`src/rtl/mmap_pkg.sv`:
```
package mmap_pkg;

  typedef enum logic {
    MODE_USR = 1'b0,
    MODE_SYS = 1'b1
  } mode_e;

  typedef struct packed {
    logic ram_oe;
    logic rom_oe;
    logic io_oe;
    logic io_wr;
    logic slow;
  } sel_t;

endpackage

```
`src/rtl/mmap_rst_sync.sv`:
```
module mmap_rst_sync (
  input  logic clk,
  input  logic arst_n,
  output logic srst_n
);

  logic meta_q;
  logic hold_q;

  always_ff @(posedge clk or negedge arst_n) begin
    if (!arst_n) begin
      meta_q <= 1'b0;
      hold_q <= 1'b0;
    end else begin
      meta_q <= 1'b1;
      hold_q <= meta_q;
    end
  end

  assign srst_n = hold_q;

endmodule

```
`src/rtl/mmap_trig.sv`:
```
// Recognises the bus events that move the privilege mode.
module mmap_trig #(
  parameter int                ADDR_W = 16,
  parameter int                DATA_W = 8,
  parameter logic [DATA_W-1:0] SYS_OP = 8'h22,
  parameter logic [DATA_W-1:0] USR_OP = 8'h02,
  parameter logic [ADDR_W-1:0] VEC_LO = 16'hFFFA
) (
  input  logic              rw_n,
  input  logic              sync,
  input  logic [DATA_W-1:0] data_in,
  input  logic [ADDR_W-1:0] addr,
  output logic              sys_req,
  output logic              usr_req,
  output logic              vec_rd
);

  logic op_fetch;

  always_comb begin
    op_fetch = rw_n & sync;
    sys_req  = op_fetch & (data_in == SYS_OP);
    usr_req  = op_fetch & (data_in == USR_OP);
    vec_rd   = rw_n & (addr >= VEC_LO);
  end

endmodule

```
`src/rtl/mmap_mode.sv`:
```
// Privilege mode register with a deferred exit to user mode.
module mmap_mode
  import mmap_pkg::*;
#(
  parameter int SWITCH_DLY = 4
) (
  input  logic  clk,
  input  logic  rst_n,
  input  logic  sys_req,
  input  logic  usr_req,
  input  logic  vec_rd,
  output mode_e mode_q,
  output logic  pend_q
);

  localparam int              CNT_W  = (SWITCH_DLY < 2) ? 1 : $clog2(SWITCH_DLY + 1);
  localparam logic [CNT_W-1:0] DLY_LD = CNT_W'(SWITCH_DLY);
  localparam logic [CNT_W-1:0] CNT_ONE = CNT_W'(1);

  mode_e            mode_d;
  logic             pend_d;
  logic [CNT_W-1:0] cnt_q;
  logic [CNT_W-1:0] cnt_d;
  logic             cnt_en;
  logic             enter_sys;

  always_comb begin
    mode_d    = mode_q;
    pend_d    = pend_q;
    cnt_d     = cnt_q;
    enter_sys = sys_req | vec_rd;
    unique case (mode_q)
      MODE_USR: begin
        if (enter_sys) begin
          mode_d = MODE_SYS;
          pend_d = 1'b0;
        end
      end
      MODE_SYS: begin
        if (enter_sys) begin
          pend_d = 1'b0;
        end else if (pend_q) begin
          if (cnt_q == CNT_ONE) begin
            mode_d = MODE_USR;
            pend_d = 1'b0;
          end else begin
            cnt_d = cnt_q - CNT_ONE;
          end
        end else if (usr_req) begin
          pend_d = 1'b1;
          cnt_d  = DLY_LD;
        end
      end
      default: begin
        mode_d = MODE_SYS;
        pend_d = 1'b0;
      end
    endcase
    cnt_en = pend_q | usr_req;
  end

  always_ff @(posedge clk or negedge rst_n) begin
    if (!rst_n) begin
      mode_q <= MODE_SYS;
      pend_q <= 1'b0;
    end else begin
      mode_q <= mode_d;
      pend_q <= pend_d;
    end
  end

  always_ff @(posedge clk or negedge rst_n) begin
    if (!rst_n) begin
      cnt_q <= '0;
    end else if (cnt_en) begin
      cnt_q <= cnt_d;
    end
  end

endmodule

```
`src/rtl/mmap_decode.sv`:
```
// Address decode for both maps; outputs depend only on the registered mode and the bus.
module mmap_decode
  import mmap_pkg::*;
#(
  parameter int ADDR_W        = 16,
  parameter int LOW_WIN_PAGES = 2
) (
  input  logic              sys,
  input  logic              vec_rd,
  input  logic              rw_n,
  input  logic              phi2,
  input  logic              low_win_en,
  input  logic [ADDR_W-1:0] addr,
  output sel_t              sel,
  output logic              ram_we
);

  logic win_hit;
  logic eff_sys;
  logic hi_half;

  generate
    if (LOW_WIN_PAGES > 0) begin : g_win
      localparam logic [ADDR_W:0] WIN_TOP = (ADDR_W + 1)'(LOW_WIN_PAGES * 256);
      assign win_hit = low_win_en & sys & ({1'b0, addr} < WIN_TOP);
    end else begin : g_nowin
      logic unused_en;
      assign unused_en = low_win_en;
      assign win_hit   = 1'b0;
    end
  endgenerate

  always_comb begin
    eff_sys    = sys | vec_rd;
    hi_half    = addr[ADDR_W-1];
    sel.ram_oe = rw_n & (~eff_sys | win_hit);
    sel.rom_oe = rw_n & eff_sys & ~win_hit & hi_half;
    sel.io_oe  = rw_n & eff_sys & ~win_hit & ~hi_half;
    sel.io_wr  = ~rw_n & sys & ~win_hit & ~hi_half;
    sel.slow   = eff_sys;
    ram_we     = ~rw_n & phi2;
  end

endmodule

```
`src/rtl/mmap_ctrl.sv`:
```
module mmap_ctrl
  import mmap_pkg::*;
#(
  parameter int                ADDR_W        = 16,
  parameter int                DATA_W        = 8,
  parameter int                SWITCH_DLY    = 4,
  parameter int                LOW_WIN_PAGES = 2,
  parameter logic [DATA_W-1:0] SYS_OP        = 8'h22,
  parameter logic [DATA_W-1:0] USR_OP        = 8'h02,
  parameter logic [ADDR_W-1:0] VEC_LO        = 16'hFFFA
) (
  input  logic              clk,
  input  logic              rst_n,
  input  logic              phi2,
  input  logic              rw_n,
  input  logic              sync,
  input  logic [DATA_W-1:0] data_in,
  input  logic [ADDR_W-1:0] addr,
  input  logic              low_win_en,
  output logic              ram_oe,
  output logic              ram_we,
  output logic              rom_oe,
  output logic              io_oe,
  output logic              io_wr,
  output logic              slow,
  output logic              sys_mode
);

  logic  srst_n;
  logic  sys_req;
  logic  usr_req;
  logic  vec_rd;
  mode_e mode_q;
  logic  sw_pending;
  sel_t  sel;

  mmap_rst_sync u_rst (
    .clk   (clk),
    .arst_n(rst_n),
    .srst_n(srst_n)
  );

  mmap_trig #(
    .ADDR_W(ADDR_W),
    .DATA_W(DATA_W),
    .SYS_OP(SYS_OP),
    .USR_OP(USR_OP),
    .VEC_LO(VEC_LO)
  ) u_trig (
    .rw_n   (rw_n),
    .sync   (sync),
    .data_in(data_in),
    .addr   (addr),
    .sys_req(sys_req),
    .usr_req(usr_req),
    .vec_rd (vec_rd)
  );

  mmap_mode #(
    .SWITCH_DLY(SWITCH_DLY)
  ) u_mode (
    .clk    (clk),
    .rst_n  (srst_n),
    .sys_req(sys_req),
    .usr_req(usr_req),
    .vec_rd (vec_rd),
    .mode_q (mode_q),
    .pend_q (sw_pending)
  );

  mmap_decode #(
    .ADDR_W       (ADDR_W),
    .LOW_WIN_PAGES(LOW_WIN_PAGES)
  ) u_dec (
    .sys       (mode_q == MODE_SYS),
    .vec_rd    (vec_rd),
    .rw_n      (rw_n),
    .phi2      (phi2),
    .low_win_en(low_win_en),
    .addr      (addr),
    .sel       (sel),
    .ram_we    (ram_we)
  );

  assign ram_oe   = sel.ram_oe;
  assign rom_oe   = sel.rom_oe;
  assign io_oe    = sel.io_oe;
  assign io_wr    = sel.io_wr;
  assign slow     = sel.slow;
  assign sys_mode = (mode_q == MODE_SYS);

endmodule

```
`config.mk`:
```
export PLATFORM = sky130hd
export DESIGN_NAME = mmap_ctrl
export DESIGN_NICKNAME = d
export VERILOG_FILES = /design/src/rtl/mmap_pkg.sv /design/src/rtl/mmap_rst_sync.sv /design/src/rtl/mmap_trig.sv /design/src/rtl/mmap_mode.sv /design/src/rtl/mmap_decode.sv /design/src/rtl/mmap_ctrl.sv
export SDC_FILE = /design/constraint.sdc
export NUM_CORES = 1
export LEC_CHECK = 0
export BUFFER_PORTS_ARGS = -buffer_cell sky130_fd_sc_hd__buf_2
export CORE_AREA = 2 2 39 41
export DETAILED_ROUTE_END_ITERATION = 10
export DIE_AREA = 0 0 41 43
export PLACE_DENSITY = 0.76
export SLEW_MARGIN = 15
export SYNTH_ARGS = -nofsm -noshare
export SYNTH_HDL_FRONTEND = slang
export SYNTH_SLANG_ARGS = --single-unit
```
`constraint.sdc`:
```
create_clock -name clk -period 5.3 [get_ports clk]
set_clock_uncertainty 0.1 [all_clocks]
set_input_delay 1.06 -clock clk [delete_from_list [all_inputs] [get_ports clk]]
set_output_delay 1.06 -clock clk [all_outputs]
set_load 0.05 [all_outputs]
```
==> flow_summary.json <==
{
  "status": "completed",
  "fill_cells": 122,
  "cts-root-buf": "clkbuf_4",
  "cp_common_cell": "buf_2",
  "nets": 126,
  "overflow": 0,
  "drt_iter0_drc": 9,
  "post_dp_cell_area_um2": 704.4,
  "remaining_drc_errors": 0,
  "cp.required_ns": 4.14,
  "multi_input_area_um2": 310.3,
  "syn_nets": 85,
  "synth.yosys.warnings": 0,
  "dieArea_um2": 1763,
  "post-route-min-period_ns": 3.626,
  "final_area_um2": 740.7,
  "post-dp-hpwl_mm": 1.093,
  "drt_wl_total_mm": 1.284,
  "htreeDepth": 1,
  "cp-end-kind": "primary output",
  "wl_per_cell_um": 11.78,
  "pwr-share-seq_pct": 40.1,
  "reg2reg_depth": 5,
  "grt_max_degree": 8,
  "period_share_pct": 68.42,
  "synth_top_area_share_pct": 29.48,
  "ys_ff_latch": 7,
  "p_leak_uw": 0.0003760,
  "synth-edff-count": 0,
  "num_rows": 14,
  "irDropWorstVdd_uv": 151.0,
  "drv_slew": 0,
  "syn_area_per_cell_um2": 9.608,
  "clkLatencyLatePin_ns": 0.25,
  "cts.repair.resized": 0,
  "via_count": 574,
  "seqCellArea_um2": 176.4,
  "final_hold_viol_count": 0,
  "clkPwrFrac_pct": 28.7,
  "synth_area_leaders": "dfrtp_1 (29%), nand4_1 (6.1%), dfstp_2 (5.2%)",
  "drive_gt1_share_pct": 49.46,
  "clkTransAtPathRegs_ns": 0.05,
  "p_switching_uw": 53.76,
  "synthTopCellsByCount": "dfrtp_1 (6), inv_1 (6), nand4_1 (5)",
  "combPwrFrac_pct": 31.2,
  "syn_area_um2": 509.2,
  "clock-sinks": 7,
  "synthArstFlopShare_pct": 100.0,
  "grtUsageTotal_pct": 14.99,
  "grt_setup_unrepaired": "no",
  "cts_tree": "yes",
  "swShare_pct": 32.48,
  "power_density_nw_per_um2": 223.5,
  "start_util_pct": 36.80,
  "antenna_left": 0,
  "worst_hold_path_type": "flip-flop to asynchronous set/reset pin",
  "cp-start-kind": "input pin",
  "crit_chain": "buf_2, nand4_1, nor4_2, nor2_1, nor4b_1, buf_2",
  "synth.distinct_cells": 34,
  "grt_pass1_vias": 489,
  "die_width_um": 41,
  "worstSetupPathType": "input pin to primary output",
  "coreArea_um2": 1384,
  "diodes": 0,
  "portBuffers": 35,
  "die_y_um": 43,
  "gp_congestion": 0.8366,
  "setup_tns_ns": 0,
  "synth_top_area_cell": "dfrtp_1",
  "ios": 37,
  "clk_path_buf_depth": 2,
  "max_stage_delay_ns": 0.41,
  "internal_power_uw": 111.8,
  "fmax_ghz": 0.2758,
  "ys_seq_area_share_pct": 34.64,
  "cts_buffers": 3,
  "crit_arrival_ns": 2.47,
  "area_growth_syn_to_layout_pct": 45.45,
  "synth_cells": 53,
  "setup_viol": 0,
  "cap_violations": 0,
  "drt_pass1_iterations": 3,
  "antenna_found_initial": 0,
  "synth_flop_cell": "dfrtp_1",
  "grt_pass1_wl_mm": 1.773,
  "cp_max_fo": 7,
  "slowest_stage": "nor4_2",
  "vias_per_cell": 5.266
}
-- final timing paths --
kind / from / to / slack [ns]
min in group clk: u_rst.meta_q / u_rst.srst_n / 0.24
max reg2reg: u_mode.cnt_q[0] / u_mode.cnt_q[1] / 3.75
max: rw_n / io_oe / 1.67
min reg2reg: u_rst.srst_n / u_mode.mode_q / 0.1
max in group asynchronous: u_rst.srst_n / u_mode.cnt_q[0] / 4.37
min: u_rst.srst_n / u_mode.mode_q / 0.1
-- cells by family (layout without fill, tap and decap cells) --
kind of cell / count (synthesis) / count (layout) / synth area share [%]
AO/OA/AOI/OAI: 10 / 10 / 14.74
adder cells (fa/ha/maj): 2 / 2 / 4.913
buffers and inverters: 6 / 46 / 4.422
flip-flops: 7 / 7 / 34.64
other: 1 / 1 / 0.7364
AND/OR/NAND/NOR: 27 / 27 / 40.54
-- cell type report --
| cell class | instances | share of cell area, % |
|---|---|---|
| Sequential cell | 7 | 23.82 |
| Multi-Input combinational cell | 40 | 41.89 |
| Tap cell | 16 | 2.703 |
| Inverter | 6 | 3.041 |
| Clock buffer | 4 | 3.547 |
| Timing Repair Buffer | 36 | 25.00 |
-- layout by cell type (no fill, tap or decap), drive strengths merged, types with 2 or more instances in the layout --
cell type / synthesis / routed
buf: 0 / 35
nor4: 3 / 3
nand4: 6 / 6
clkbuf: 0 / 4
inv: 6 / 6
dfrtp: 6 / 6
and3: 2 / 2
nor2: 2 / 2
nor2b: 2 / 2
ha: 2 / 2
-- timing repair --
item / 4_1_cts / 5_1_grt
buffers inserted: 0 / 0
setup endpoints to repair: 0 / 0
hold endpoints to repair: 4 / 0
hold buffers: 1 / 0
-- flip-flops by register name, summed over array words and instances, names as in the netlist --
name,count
u_mode.pend_q,1
u_rst.srst_n,1
u_mode.cnt_q,3
u_mode.mode_q,1
u_rst.meta_q,1
-- stage by stage --
step | cells | worst slack (ns) | total power (uW) | utilization, % | hold WS (ns)
after global routing | 109 | 1.523 | 178.2 | 53.53 | 0.1229
final | 109 | 1.674 | 165.5 | 53.53 | 0.09781
after CTS | 109 | 1.666 | 168.2 | 53.53 | 0.1037
after global placement | 104 | 1.714 | 116.9 | 50.90 | -0.01844
after detailed placement | 104 | 1.681 | 118.5 | 50.90 | -0.02005
after floorplan | 53 | 0.8577 | 99.27 | - | -0.04675
-- metal layers --
| metal | GRT usage (%) | up-vias | wire length [um] |
|---|---|---|---|
| li1 | - | 291 | - |
| met4 | 4.667 | 0 | 0 |
| met2 | 27.81 | 30 | 613 |
| met5 | 0 | - | 0 |
| met3 | 6.283 | 0 | 164 |
| met1 | 13.25 | 253 | 506 |
-- critical path: cells and delay by family --
kind          cells  cell delay [ns]
buf+inv           2             0.44
simple gates      4             0.97
-- power by group through the flow --
stage | Combinational [uW] | Sequential (uW) | Clock (uW)
2_1_floorplan | 30.9 | 68.3 | 0
3_3_place_gp | 49.4 | 67.5 | 0
3_5_place_dp | 50.7 | 67.8 | 0
4_1_cts | 52.0 | 66.4 | 49.8
5_1_grt | 58.4 | 67.7 | 52.0
6_report | 51.7 | 66.4 | 47.5
(Power assumes the default switching activity.)
